==> src/rtl/spo_pkg.sv <==
package spo_pkg;

    localparam int NUM_PINS   = 5;
    localparam int IDX_TXD    = 0;
    localparam int IDX_RXD    = 1;
    localparam int IDX_SCK    = 2;
    localparam int IDX_FLOW_A = 3;
    localparam int IDX_FLOW_B = 4;
    localparam int SYNC_DEPTH = 2;

    localparam logic [NUM_PINS-1:0] LEVEL_IDLE = '1;

    // Which enable gates a pin's software takeover
    typedef enum logic [1:0] {
        ROLE_TX  = 2'd0,
        ROLE_RX  = 2'd1,
        ROLE_AUX = 2'd2
    } pin_role_e;

    // Who currently owns a pad
    typedef enum logic [1:0] {
        OWN_NONE = 2'd0,
        OWN_SW   = 2'd1,
        OWN_CTL  = 2'd2
    } owner_e;

    typedef struct packed {
        logic level;
        logic enable;
    } drive_t;

    function automatic pin_role_e role_of(input int idx);
        if (idx == IDX_TXD)      return ROLE_TX;
        else if (idx == IDX_RXD) return ROLE_RX;
        else                     return ROLE_AUX;
    endfunction

    function automatic owner_e pick_owner(input pin_role_e role,
                                          input logic tx_en,
                                          input logic rx_en,
                                          input logic dir_out);
        logic func_on;
        case (role)
            ROLE_TX:  func_on = tx_en;
            ROLE_AUX: func_on = tx_en | rx_en;
            default:  func_on = 1'b0;
        endcase
        if (role == ROLE_RX) return OWN_NONE;
        else if (func_on)    return OWN_CTL;
        else if (dir_out)    return OWN_SW;
        else                 return OWN_NONE;
    endfunction

endpackage

==> src/rtl/spo_owner_sel.sv <==
module spo_owner_sel
    import spo_pkg::*;
#(
    parameter pin_role_e ROLE = ROLE_AUX
) (
    input  logic   tx_en,
    input  logic   rx_en,
    input  logic   dir_out,
    output owner_e owner
);

    always_comb begin
        owner = pick_owner(ROLE, tx_en, rx_en, dir_out);
    end

endmodule

==> src/rtl/spo_pin_mux.sv <==
module spo_pin_mux
    import spo_pkg::*;
(
    input  owner_e owner,
    input  drive_t ctl_drv,
    input  logic   sw_bit,
    output drive_t pad_drv
);

    always_comb begin
        case (owner)
            OWN_CTL: pad_drv = ctl_drv;
            OWN_SW:  pad_drv = '{level: sw_bit, enable: 1'b1};
            default: pad_drv = '{level: 1'b0, enable: 1'b0};
        endcase
    end

endmodule

==> src/rtl/spo_sync.sv <==
module spo_sync #(
    parameter int                WIDTH     = 5,
    parameter int                STAGES    = 2,
    parameter logic [WIDTH-1:0]  RESET_VAL = '1
) (
    input  logic             clk,
    input  logic             rst,
    input  logic [WIDTH-1:0] d,
    output logic [WIDTH-1:0] q
);

    logic [WIDTH-1:0] stage_q [STAGES];

    always_ff @(posedge clk) begin
        if (rst) begin
            for (int s = 0; s < STAGES; s++) stage_q[s] <= RESET_VAL;
        end else begin
            stage_q[0] <= d;
            for (int s = 1; s < STAGES; s++) stage_q[s] <= stage_q[s-1];
        end
    end

    assign q = stage_q[STAGES-1];

endmodule

==> src/rtl/serial_pin_override.sv <==
module serial_pin_override
    import spo_pkg::*;
(
    input  logic                clk,
    input  logic                rst,
    input  logic                ctl_tx_en,
    input  logic                ctl_rx_en,
    input  logic [NUM_PINS-1:0] ctl_out,
    input  logic [NUM_PINS-1:0] ctl_oe,
    input  logic [NUM_PINS-1:0] sw_data,
    input  logic [NUM_PINS-1:0] sw_dir,
    input  logic [NUM_PINS-1:0] pad_in,
    output logic [NUM_PINS-1:0] pad_out,
    output logic [NUM_PINS-1:0] pad_oe,
    output logic [NUM_PINS-1:0] pin_level
);

    // Per-pin ownership decision and output mux
    for (genvar i = 0; i < NUM_PINS; i++) begin : g_pin
        owner_e owner_w;
        drive_t ctl_w;
        drive_t pad_w;

        assign ctl_w = '{level: ctl_out[i], enable: ctl_oe[i]};

        spo_owner_sel #(
            .ROLE (role_of(i))
        ) u_sel (
            .tx_en   (ctl_tx_en),
            .rx_en   (ctl_rx_en),
            .dir_out (sw_dir[i]),
            .owner   (owner_w)
        );

        spo_pin_mux u_mux (
            .owner   (owner_w),
            .ctl_drv (ctl_w),
            .sw_bit  (sw_data[i]),
            .pad_drv (pad_w)
        );

        assign pad_out[i] = pad_w.level;
        assign pad_oe[i]  = pad_w.enable;
    end

    // Readback in every mode
    spo_sync #(
        .WIDTH     (NUM_PINS),
        .STAGES    (SYNC_DEPTH),
        .RESET_VAL (LEVEL_IDLE)
    ) u_sync (
        .clk (clk),
        .rst (rst),
        .d   (pad_in),
        .q   (pin_level)
    );

endmodule

==> config.mk <==
export PLATFORM = sky130hd
export DESIGN_NAME = serial_pin_override
export DESIGN_NICKNAME = d
export VERILOG_FILES = /design/src/rtl/spo_pkg.sv /design/src/rtl/spo_owner_sel.sv /design/src/rtl/spo_pin_mux.sv /design/src/rtl/spo_sync.sv /design/src/rtl/serial_pin_override.sv
export SDC_FILE = /design/constraint.sdc
export NUM_CORES = 1
export LEC_CHECK = 0
export BUFFER_PORTS_ARGS = -buffer_cell sky130_fd_sc_hd__buf_4
export CORE_AREA = 2 2 39 41
export DETAILED_ROUTE_END_ITERATION = 10
export DIE_AREA = 0 0 41 43
export HOLD_SLACK_MARGIN = 0.05
export PLACE_DENSITY = 0.76
export SLEW_MARGIN = 10
export SYNTH_ARGS = -nofsm -noshare
export SYNTH_HDL_FRONTEND = slang
export SYNTH_SLANG_ARGS = --single-unit
==> constraint.sdc <==
create_clock -name clk -period 2.2 [get_ports clk]
set_clock_uncertainty 0.05 [all_clocks]
set_input_delay 0.44 -clock clk [delete_from_list [all_inputs] [get_ports clk]]
set_output_delay 0.44 -clock clk [all_outputs]
set_load 0.03 [all_outputs]
* After elaboration in Yosys (flattened, before gate mapping)
Memory sizes are Yosys's and may differ from the RTL's.
Index checks and enable logic that the tools add are counted.
** Storage, ports and cells
- Register bits after elaboration :: 0
- Output and inout port bits :: 15
- ROM bits :: 0
- Memories kept :: 1
- Word-level logic and storage cells :: 29
- Latch bits :: 0
- Bits of input ports :: 29
- Bits in writable memories :: 10
** Memory list
- u_sync.stage_q :: words 2, width 5, read ports 2, clocked after memory_dff 0, wr ports 2, line spo_sync.sv:12 : logic [WIDTH-1:0] stage_q [STAGES];
** Operators by class
- Add/subtract/negate cells :: 0
- Bitwise logic cells :: 3
- Div/mod/pow operators :: 0
- Shift operators :: 0
- Equal/unequal tests :: 8
- Multiply operators :: 0
- Reductions and logical operators :: 0
- Muxes and demuxes :: 17
- $lt $le $gt $ge :: 0
** Operator list (number)
- $pmux W2 S2 :: 4
- $mux W5 :: 2
- $eq A2 B1 Y1 const B :: 4
- $eq A2 B2 Y1 const B :: 4
- $mux W2 :: 4
- $mux W1 :: 7
- $or A1 B1 Y1 :: 3

* Longest topological paths before layout
- Depth in word-level cells :: 4
- Depth in mapped cells :: 3
- Gate-level depth less buffers :: 2

* Modules after synthesis
Synthesis repeated with hierarchy kept, for this count alone.
** Second synthesis, totals
- Cells, all modules :: 76
- Area, all modules :: 644.4 µm²
** Modules (own cells, without submodules)
- spo_sync :: times used 1, sequential area each 200.2 µm², area each 300.3 µm², cells an instance 25
- spo_pin_mux :: times used 5, sequential area each 0.0 µm², area each 52.6 µm², cells an instance 8
- spo_owner_sel at g_pin[2].u_sel ... :: times used 3, sequential area each 0.0 µm², area each 13.8 µm², cells an instance 2
- spo_owner_sel at g_pin[0].u_sel :: times used 1, sequential area each 0.0 µm², area each 21.3 µm², cells an instance 2
- spo_owner_sel at g_pin[1].u_sel :: times used 1, sequential area each 0.0 µm², area each 18.8 µm², cells an instance 3

* Worst setup path after synthesis
OpenSTA, ideal clock, no wires.
- Path type :: input to output
- From :: in ctl_tx_en
- To :: out pad_out[2]
- Cell stages on the path :: 3
- Required time :: 1.710 ns
- Setup slack :: 0.218 ns
- Arrival :: 1.492 ns
- Path buffers :: 1
- Cells stage by stage :: or2_1 buf_6 o21ai_0
** On the way
- Longest elaborated chain between the ends :: 4
- Elaborated cells on any way between the ends :: 5
- Classes of those cells :: 2 x eq/ne; 2 x mux; 1 x bitwise
** Ends and longest elaborated chain
- from (decl) :: line serial_pin_override.sv:6 : input logic ctl_tx_en,
- $or A1 B1 Y1 * :: line spo_pkg.sv:45 : ROLE_AUX: func_on = tx_en | rx_en;
- $mux W2 * :: line spo_pkg.sv:49 : else if (func_on) return OWN_CTL;
- $eq A2 B1 Y1 / $eq A2 B2 Y1 (equally long branches) :: line spo_pin_mux.sv:11 : case (owner)
- $pmux W2 S2 * :: line spo_pin_mux.sv:11
- to (decl) :: line serial_pin_override.sv:13 : output logic [NUM_PINS-1:0] pad_out,
Every way passes the cells marked *; elsewhere a longest branch is shown, timed or not.

* Final worst setup path
- From :: in ctl_tx_en
- To :: out pad_oe[2]
** On the way
- Longest elaborated chain between the ends :: 4
- Elaborated cells on any way between the ends :: 5
- Classes of those cells :: 2 x eq/ne; 2 x mux; 1 x bitwise
** Ends and longest elaborated chain
- $or A1 B1 Y1 * :: line spo_pkg.sv:45
- $mux W2 * :: line spo_pkg.sv:49
- $eq A2 B1 Y1 / $eq A2 B2 Y1 (equally long branches) :: line spo_pin_mux.sv:11
- $pmux W2 S2 * :: line spo_pin_mux.sv:11
- to (decl) :: line serial_pin_override.sv:14 : output logic [NUM_PINS-1:0] pad_oe,
Marked as above.

==> results.py <==
metrics = {
    "place": {
        "numPortBuffers": 37,
        "post-place-cells": 92,
        "place_congestion": 0.5058,
    },
    "hold_path": {
        "hold_path_class": "in2reg",
        "min_path_cells": 2,
        "min_to": "u_sync.stage_q[0][2]",
        "min_from": "pad_in[2]",
    },
    "clock_network": {
        "cts_buffer_depth": 2,
        "clkLatencyLatePin_ns": 0.26,
        "post_cts_buffers": 0,
        "htree_levels": 1,
        "clock_sinks": 10,
        "hold_buffers": 0,
        "postCtsResizedCells": 0,
        "clockRootBuffer": "clkbuf_4",
        "cts_tree": "yes",
        "clk_pin_slew_ns": 0.06,
        "cts_made_buffers": 3,
    },
    "final_layout": {
        "largest_reg_flops": 10,
        "layout_commonest_cell": "buf_4",
        "nNetsFinal": 110,
        "drive_gt1_share_pct": 68.35,
        "top_register": "u_sync.stage_q",
        "syn_to_final_growth_pct": 58.26,
        "multiInputGateArea_um2": 186.4,
        "ff_latch_area_um2": 200.2,
        "fin_cells": 95,
        "reg_top3": "u_sync.stage_q x10",
        "final_cell_mix": "37 x buf_4, 10 x or2_2, 10 x dfxtp_1",
        "n_antenna_cell": 0,
        "n_fill_cell": 128,
    },
    "yosys": {
        "synth_cells": 46,
        "synth_warnings": 0,
        "syn_area_um2": 446.7,
        "ys_seq_elements": 10,
        "yosysSeqAreaShare_pct": 44.82,
        "synth_top_area_share_pct": 44.82,
        "synth_area_leaders": "dfxtp_1 45%, or2_2 14%, buf_4 12%",
        "synthDistinctLibCells": 10,
        "yosysTopAreaCell": "dfxtp_1",
        "postSynthAreaPerCell_um2": 9.710,
    },
    "route": {
        "first_iter_violations": 0,
        "drc": 0,
        "postRouteAntennaNets": 0,
        "dr_total_vias": 409,
        "drt_pre_antenna_iters": 1,
        "drt_wl_total_um": 897,
        "vias_per_cell": 4.305,
        "wl_per_cell_um": 9.442,
    },
    "setup_path": {
        "rr_worst_depth": 1,
        "arrival_ns": 1.38,
        "critPathKind": "in2out",
        "cp_data_required_time_ns": 1.71,
        "r2r_start": "u_sync.stage_q[0][2]",
        "r2r_end": "u_sync.stage_q[0][7]",
        "endpoint_kind": "output port",
        "r2r_setup_slack_ns": 1.48,
        "path_max_fanout": 7,
        "cp-start-kind": "input pin",
    },
    "pwr": {
        "p_sw_share_pct": 26.28,
        "power_frac_clock_pct": 27.2,
        "powerDensity_nw_per_um2": 600.9,
        "p_switching_w": 0.0001116,
        "ir_worst_vdd_uv": 299.3,
        "seqPwrFrac_pct": 45.0,
        "p_int_w": 0.0003132,
        "power_frac_comb_pct": 27.7,
        "p_leak_nw": 0.3517,
    },
    "run": {
        "maxCapViolCount": 0,
    },
    "sta": {
        "hold_viol": 0,
        "hold_slack_ns": 0.3124,
        "clock.fmax_mhz": 534.4,
        "fin_setup_tns_ns": 0,
        "rsz0062_at_grt": "no",
        "drv_slew": 0,
        "timing.final.crit_period_ns": 1.871,
        "final-setup-viol-count": 0,
        "fin_crit_sh_pct": 85.06,
    },
    "die": {
        "start_util_pct": 32.28,
        "core_area_um2": 1384,
        "die-area_um2": 1763,
        "boundaryPins": 44,
        "die_h_um": 43,
        "die_x_um": 41,
        "rows": 14,
    },
    "global_routing": {
        "antenna_found_initial": 0,
        "grt_max_degree": 11,
        "track_usage_pct": 10.70,
        "globalRoute.totalOverflow": 0,
        "grt_pass1_wl_um": 1235,
        "first_global_vias": 377,
    },
    "run_status": {
        "status": "completed",
    },
}
-- cell families (layout without fill, tap and decap cells) --
logic type | count (synthesis) | in the layout | synth area share (%)
AOI/OAI and AO/OA | 7 | 7 | 7.842
buffers and inverters | 8 | 40 | 14.29
DFF | 10 | 10 | 44.82
muxes | 4 | 4 | 12.60
other | 1 | 2 | 0.8395
and+or+nand+nor | 16 | 16 | 19.61
-- layout make-up --
cell class	instances	share of cell area, %
clock buffer	3	3.186
multi-input combinational	29	26.37
sequential	10	28.32
tap	16	2.832
timing repair buffer	37	39.29
-- metrics by stage --
step / power [W] / utilization [%] / cell area (um2) / setup slack (ns)
floorplan: 0.0002638 / - / 450.4 / 0.2176
global placement: 0.0003121 / 49.46 / 684.4 / 0.3241
detailed placement: 0.0003145 / 49.46 / 684.4 / 0.3196
CTS: 0.0004338 / 51.09 / 706.9 / 0.3209
global route: 0.0004530 / 51.09 / 706.9 / 0.3021
finish: 0.0004248 / 51.09 / 706.9 / 0.3287
-- Yosys cell counts (all sizes together) --
cell type / instances
dfxtp: 10
o21ai: 7
or2: 11
conb: 1
mux2: 4
buf: 8
nand2: 5
-- layer usage --
metal  track usage (%)  share of wire [%]
met1             5.556                 26
met2             20.94                 48
met3             3.665                 25
met4             10.00                1.9
met5                 0                  0
-- worst max path at each step --
stage	from	endpoint	slack, ns	cells after the start
3_3_place_gp	ctl_tx_en	pad_oe[3]	0.32	4
6_report	ctl_tx_en	pad_oe[2]	0.33	4
4_1_cts	ctl_tx_en	pad_oe[2]	0.32	4
5_1_grt	ctl_tx_en	pad_oe[2]	0.30	4
2_1_floorplan	ctl_tx_en	pad_out[2]	0.22	3
3_5_place_dp	ctl_tx_en	pad_oe[2]	0.32	4
-- power by group through the flow --
stage / logic (W) / clock network (W) / registers [W]
global placement: 0.000117 / 0 / 0.000195
global route: 0.000127 / 0.000134 / 0.000192
finish: 0.000118 / 0.000116 / 0.000191
floorplan: 0.0000690 / 0 / 0.000195
CTS: 0.000119 / 0.000123 / 0.000191
detailed placement: 0.000119 / 0 / 0.000195
-- worst max-delay path: stages --
cell    delay, ns
buf_4        0.13
or2_1        0.32
mux2_4       0.32
buf_4        0.17
Power figures use the tool's default switching activity.
